## config.mk

```make
export PLATFORM = sky130hd
export DESIGN_NAME = tsel_alloc_sel
export DESIGN_NICKNAME = d
export VERILOG_FILES = /design/src/rtl/tsel_pkg.sv /design/src/rtl/tsel_elig.sv /design/src/rtl/tsel_pick.sv /design/src/rtl/tsel_turn.sv /design/src/rtl/tsel_alloc_sel.sv
export SDC_FILE = /design/constraint.sdc
export NUM_CORES = 1
export LEC_CHECK = 0
export ABC_AREA = 1
export BUFFER_PORTS_ARGS = -buffer_cell sky130_fd_sc_hd__buf_2
export CORE_AREA = 2 2 39 41
export CTS_CLUSTER_DIAMETER = 200
export DETAILED_ROUTE_END_ITERATION = 6
export DIE_AREA = 0 0 41 43
export HOLD_SLACK_MARGIN = 0.15
export PLACE_DENSITY = 0.35
export SLEW_MARGIN = 25
export SYNTH_ARGS = -nofsm -noshare
export SYNTH_HDL_FRONTEND = slang
export SYNTH_HIERARCHICAL = 1
export SYNTH_SLANG_ARGS = --single-unit
```

## constraint.sdc

```tcl
create_clock -name clk -period 0.93 [get_ports clk]
set_clock_uncertainty 0.05 [all_clocks]
set_input_delay 0.0465 -clock clk [delete_from_list [all_inputs] [get_ports clk]]
set_output_delay 0.0465 -clock clk [all_outputs]
set_load 0.02 [all_outputs]
```

## src/rtl/tsel_pkg.sv

```systemverilog
package tsel_pkg;

    localparam int THR_N = 2;
    localparam int THR_W = $clog2(THR_N);

    typedef logic [THR_W-1:0] thr_id_t;

    typedef struct packed {
        logic req;
        logic qne;
        logic rob_full;
        logic rs_full;
    } thr_stat_t;

    typedef struct packed {
        logic    valid;
        thr_id_t id;
    } pick_t;

    function automatic thr_id_t other_thr(thr_id_t t);
        return thr_id_t'(THR_N - 1) - t;
    endfunction

    function automatic logic [THR_N-1:0] pick_onehot(pick_t p);
        logic [THR_N-1:0] v;
        v = '0;
        if (p.valid) v[p.id] = 1'b1;
        return v;
    endfunction

endpackage

```

## src/rtl/tsel_elig.sv

```systemverilog
module tsel_elig
    import tsel_pkg::*;
(
    input  thr_stat_t st,
    output logic      elig
);
    logic has_space;

    always_comb begin
        has_space = !st.rob_full && !st.rs_full;
        elig      = st.req && st.qne && has_space;
    end
endmodule

```

## src/rtl/tsel_pick.sv

```systemverilog
module tsel_pick
    import tsel_pkg::*;
(
    input  logic [THR_N-1:0] elig,
    input  thr_id_t          turn,
    output pick_t            pick
);
    thr_id_t alt;

    always_comb begin
        alt  = other_thr(turn);
        pick = '0;
        if (elig[turn]) begin
            pick.valid = 1'b1;
            pick.id    = turn;
        end else if (elig[alt]) begin
            pick.valid = 1'b1;
            pick.id    = alt;
        end
    end
endmodule

```

## src/rtl/tsel_turn.sv

```systemverilog
module tsel_turn
    import tsel_pkg::*;
(
    input  logic             clk,
    input  logic             rst,
    input  pick_t            pick,
    output logic [THR_N-1:0] grant_q,
    output thr_id_t          turn_q
);
    logic served_turn;

    always_comb served_turn = pick.valid && (pick.id == turn_q);

    always_ff @(posedge clk) begin
        if (rst) begin
            grant_q <= '0;
            turn_q  <= '0;
        end else begin
            grant_q <= pick_onehot(pick);
            if (served_turn) turn_q <= other_thr(turn_q);
        end
    end

    AST_TURN_KEPT_ON_SKIP: assert property (@(posedge clk) disable iff (rst)
        (pick.valid && pick.id != turn_q) |=> $stable(turn_q));
    AST_TURN_HELD_IDLE: assert property (@(posedge clk) disable iff (rst)
        (!pick.valid) |=> ($stable(turn_q) && grant_q == '0));
endmodule

```

## src/rtl/tsel_alloc_sel.sv

```systemverilog
module tsel_alloc_sel
    import tsel_pkg::*;
(
    input  logic             clk,
    input  logic             rst,
    input  logic [THR_N-1:0] req_i,
    input  logic [THR_N-1:0] qne_i,
    input  logic [THR_N-1:0] rob_full_i,
    input  logic [THR_N-1:0] rs_full_i,
    output logic [THR_N-1:0] grant_o,
    output thr_id_t          turn_o
);
    logic [THR_N-1:0] elig;
    pick_t            pick;
    thr_id_t          turn;

    for (genvar g = 0; g < THR_N; g++) begin : g_thr
        thr_stat_t st;
        always_comb begin
            st.req      = req_i[g];
            st.qne      = qne_i[g];
            st.rob_full = rob_full_i[g];
            st.rs_full  = rs_full_i[g];
        end
        tsel_elig u_elig (.st(st), .elig(elig[g]));

        AST_GRANT_NEEDS_ELIG: assert property (@(posedge clk) disable iff (rst)
            (!(req_i[g] && qne_i[g] && !rob_full_i[g] && !rs_full_i[g])) |=> !grant_o[g]);
    end

    tsel_pick u_pick (.elig(elig), .turn(turn), .pick(pick));

    tsel_turn u_turn (
        .clk(clk), .rst(rst), .pick(pick),
        .grant_q(grant_o), .turn_q(turn)
    );

    assign turn_o = turn;

    AST_GRANT_ONEHOT0: assert property (@(posedge clk) disable iff (rst)
        $onehot0(grant_o));
    AST_SOLE_ELIG_WINS: assert property (@(posedge clk) disable iff (rst)
        ($countones(elig) == 1) |=> (grant_o == $past(elig)));
    AST_BOTH_ALTERNATE: assert property (@(posedge clk) disable iff (rst)
        (&elig) |=> (turn_o != $past(turn_o)));
endmodule

```

# Yosys cells after proc, flatten, opt, wreduce, memory -nomap -nowiden
# Cells that the tools add are included.
[totals]
ff_bits = 3
latch_bits = 0
ram_bits = 0
rom_bits = 0
memories = 0
[classes]
addsub = 1
mul = 0
div_mod_pow = 0
order_cmp = 4
eq_ne = 1
n_shift = 0
n_mux = 8
bitwise = 1
reduce_logical = 13
[op_table]
columns = ["operator", "n"]
rows = [
  ["$logic_and A1 B1 Y1", 8],
  ["$lt A1 B2 Y1 const B", 3],
  ["$mux W1", 5],
  ["$logic_not A1 Y1", 4],
  ["$mux W2", 2],
  ["$reduce_or A2 Y1", 1],
  ["$demux W1 S1", 1],
  ["$eq A1 B1 Y1", 1],
  ["$ge A1 B1 Y1 const B", 1],
  ["$not A1 Y1", 1],
  ["$sub A1 B1 Y1 const A", 1],
]

# Longest topological paths before layout
[logic_depth]
depth_word = 11
ltp_mapped = 8
mapped_depth_nobuf = 8

# Modules after synthesis
# Netlist, hierarchy kept.
[modules_own_cells]
columns = ["mod", "instances", "cells_per_inst", "area_per_inst_um2", "seq_area_each_um2"]
rows = [
  ["tsel_turn", 1, 12, 95.1, 60.1],
  ["tsel_elig", 2, 5, 21.3, 0.0],
  ["tsel_pick", 1, 4, 18.8, 0.0],
]

# Worst setup path before layout
# Ideal clock, no wire load.
[synth_timing]
path_kind = "register to register"
startpoint = "register u_turn.turn_q"
endpoint = "register u_turn.turn_q"
setup_time_ns = 0.115
arrival_time_ns = 0.776
required_time_ns = 0.765
path_slack_ns = -0.011
stages_incl_launch_ff = 6
synth_period_minus_slack_ns = 0.941
path_cell_list = "dfxtp_1 -> inv_1 -> a21oi_1 -> inv_1 -> nand3_1 -> nand2_1"
[synth_lines]
columns = ["element", "line_no", "rtl"]
rows = [
  ["start: declaration", "tsel_turn.sv:8", "output thr_id_t turn_q"],
  ["start signal: assignment", "tsel_turn.sv:20", "if (served_turn) turn_q <= other_thr(turn_q);"],
]

==> results.md <==
- Status: completed
- Final Util: 0.201
- Pre-CTS WS: 0.0815 ns
- Mapped Cells: 26
- Worst reg2reg setup slack: 0.11 ns
- Met3 Use GR: 0.0314
- Max transition margin: 0.927
- Num CTS Buffers: 3
- Area after DPL: 238 um^2
- CP endpoint: u_turn/turn_q
- Vias: 188
- Peak supply drop: 0.000233 V
- Static leakage: 0.164 nW
- Final setup vio count: 0
- Drt drc: 0
- Worst Max-Slew Pin Slew: 0.110 ns
- Total of max-cap violations: 0
- Worst-case clock buffer depth: 2
- Layout cells sized above 1: 0.442
- Number of detailed-route iterations in the first pass: 1
- Critical path class: register to register
- Reg-to-Reg End: u_turn/turn_q
- I/O pin total: 13
- Max Fclk: 1210 MHz
- Simple-Gate Fraction of Synth Area: 0.368
- Worst-path maximum fanout: 3
- YS warnings: 6
- Post-synthesis mux area share: 0
- Period minus WS final: 0.823 ns
- Largest net degree at the start of global routing: 4
- Share of power burned in the clock network: 0.542
- Startpoint Class: register
- Post-Syn Area: 156 um^2
- Pins Over Slew Limit: 0
- Fin nets: 54
- Most used cell, CP: inv_1
- Compound-Gate Fraction of Synth Area: 0.0320
- Min-delay worst type: input port to register
- Busiest grt layer: met2
- Post-synthesis sequential area ratio: 0.384
- Crit path DAT: 0.89 ns
- Layout area overhead: 77.6%
- Gate power share: 0.130
- Yosys top cell by area: dfxtp_1
- Final RePlAce weighted congestion: 0.578
- Sequential power share: 0.328
- Post-Route WL: 330 um
- Antenna Violating Nets Remaining: 0
- Synthesized flop and latch total: 3
- Post-route cell area: 278 um^2
- DRT iter0 DRCs: 0
- Required @ worst endpoint: 1.00 ns
- Cells along the critical path: inv_1 -> a21oi_2 -> inv_1 -> nand3_1 -> nand2_1
- Core Area: 1380 um^2
- Clock tree sinks: 3
- Pwr/cell area: 1490 nW/um^2
- Initial antenna violation count: 0
- Commonest non-fill, non-tap cell in the layout: buf_2
- Post-synthesis adder-cell area fraction: 0
- Hold WS: 0.192 ns
- P_sw: 0.0000926 W
- Endpoints failing hold: 0
- Syn Area/Cell: 6.02 um^2
- Initial Utilization: 0.113
- Clk Latency, worst-skew pair: 0.23 ns
- Most frequent cells in the layout: buf_2, inv_1, nand2_1
- CP top delay family: flip-flops
- Clk slew on worst S/H paths: 0.04 ns
- Worst R2R Path Depth: 5
- Die Y: 43 um
- CP Launch Point: u_turn/turn_q
- WL per Instance: 5.59 um
- GRT met2 Usage: 0.0625
- Tcrit/Tclk final: 0.885
- Htree depth: 1
- Syn Nets: 36
- Internal power component: 0.000322 W
- CP peak stage delay: 0.32 ns
- All-Layer GR Usage: 0.0511
- GRT overflow: 0
- Die area: 1760 um^2
- TNS Setup: 0 ns
- Origin of the critical flop-to-flop path: u_turn/turn_q
- Met1 Usage GRT: 0.0510
- IO buf count: 12
- CP Capture Type: register
- # rows: 14
- Die Wd: 41 um
- Largest cells by area after synthesis: dfxtp_1, inv_1, nand2_1
- Switching portion of total power: 0.223
- Average vias per placed instance: 3.19
- N_diodes: 0
- Netlist cell types: 8
- Final worst-path setup slack: 0.107 ns
- Worst path bufs/invs: 2
- First-pass GRT wire length: 558 um
- Synth top area share: 0.384
- RSZ-0062 raised after global routing: no
- Vias in the first global route: 170
- Slowest CP cell: dfxtp_2
- Critical path depth: 5
- Largest family of logic cells by synthesized area: simple AND/OR/NAND/NOR gates
- CTS tree: built
- Post-synthesis xor/xnor area fraction: 0
- Clock root buffer: clkbuf_4
[sequential cells by signal, indices dropped and copies added, names as in the netlist]
signal / cells
u_turn/grant_q: 2
u_turn/turn_q: 1
[logic make-up after synthesis]
kind of cell | count (synthesis)
AOI/OAI and AO/OA | 1
buffers and inverters | 9
DFF | 3
and+or+nand+nor | 13
[what timing repair did]
| action | 4_1_cts | 5_1_grt |
|---|---|---|
| hold buffers | 1 | 0 |
| endpoints found under the hold margin | 3 | 0 |
| gates resized for setup | 0 | 1 |
| setup buffers | 0 | 0 |
| setup endpoints to repair | 0 | 2 |
[worst min path at each step]
stage / from / depth (start not counted) / to / slack (ns)
after detailed placement: rst / 4 / u_turn/turn_q / 0.26
after global routing: rs_full_i[1] / 8 / u_turn/grant_q[1] / 0.23
after floorplan: rst / 3 / u_turn/grant_q[1] / 0.15
after CTS: qne_i[1] / 7 / u_turn/grant_q[1] / 0.17
final: qne_i[1] / 7 / u_turn/grant_q[1] / 0.19
after global placement: rst / 4 / u_turn/grant_q[1] / 0.27
[routing by layer]
metal,vias to the layer above,part of all wire
li1,104,-
met1,74,0.37
met2,10,0.46
met3,0,0.17
met4,0,0
met5,-,0
[Yosys cell counts]
cell type  instances
dfxtp_1            3
inv_1              9
nand2_1            7
a21oi_1            1
nor2_2             2
nand3_1            1
or2_1              1
nor2_1             2
[final cells by class]
cell class,instances,area (um^2)
Fill cell,162,1110
Clock buffer,4,26.3
Timing Repair Buffer,13,70.1
Inverter,9,33.8
Sequential cell,3,61.3
Multi-Input combinational cell,14,66.3
Tap cell,16,20.0
[power by group through the flow]
stage	logic, W	clock network [W]	registers (W)
after floorplan	0.0000203	0	0.000144
after global placement	0.0000507	0	0.000138
after detailed placement	0.0000505	0	0.000138
after CTS	0.0000540	0.000244	0.000136
after global routing	0.0000626	0.000253	0.000137
final	0.0000538	0.000225	0.000136
[stage by stage]
stage | cells | power, W
4_1_cts | 59 | 0.000434
6_report | 59 | 0.000415
2_1_floorplan | 26 | 0.000164
3_5_place_dp | 54 | 0.000189
5_1_grt | 59 | 0.000452
3_3_place_gp | 54 | 0.000189
[worst reg2reg max path, stage by stage, from the launching register on]
cell and delay [ns]:
dfxtp_2 0.32, inv_1 0.05, a21oi_2 0.10, inv_1 0.05, nand3_1 0.09, nand2_1 0.05
Power figures use the tool's default switching activity.
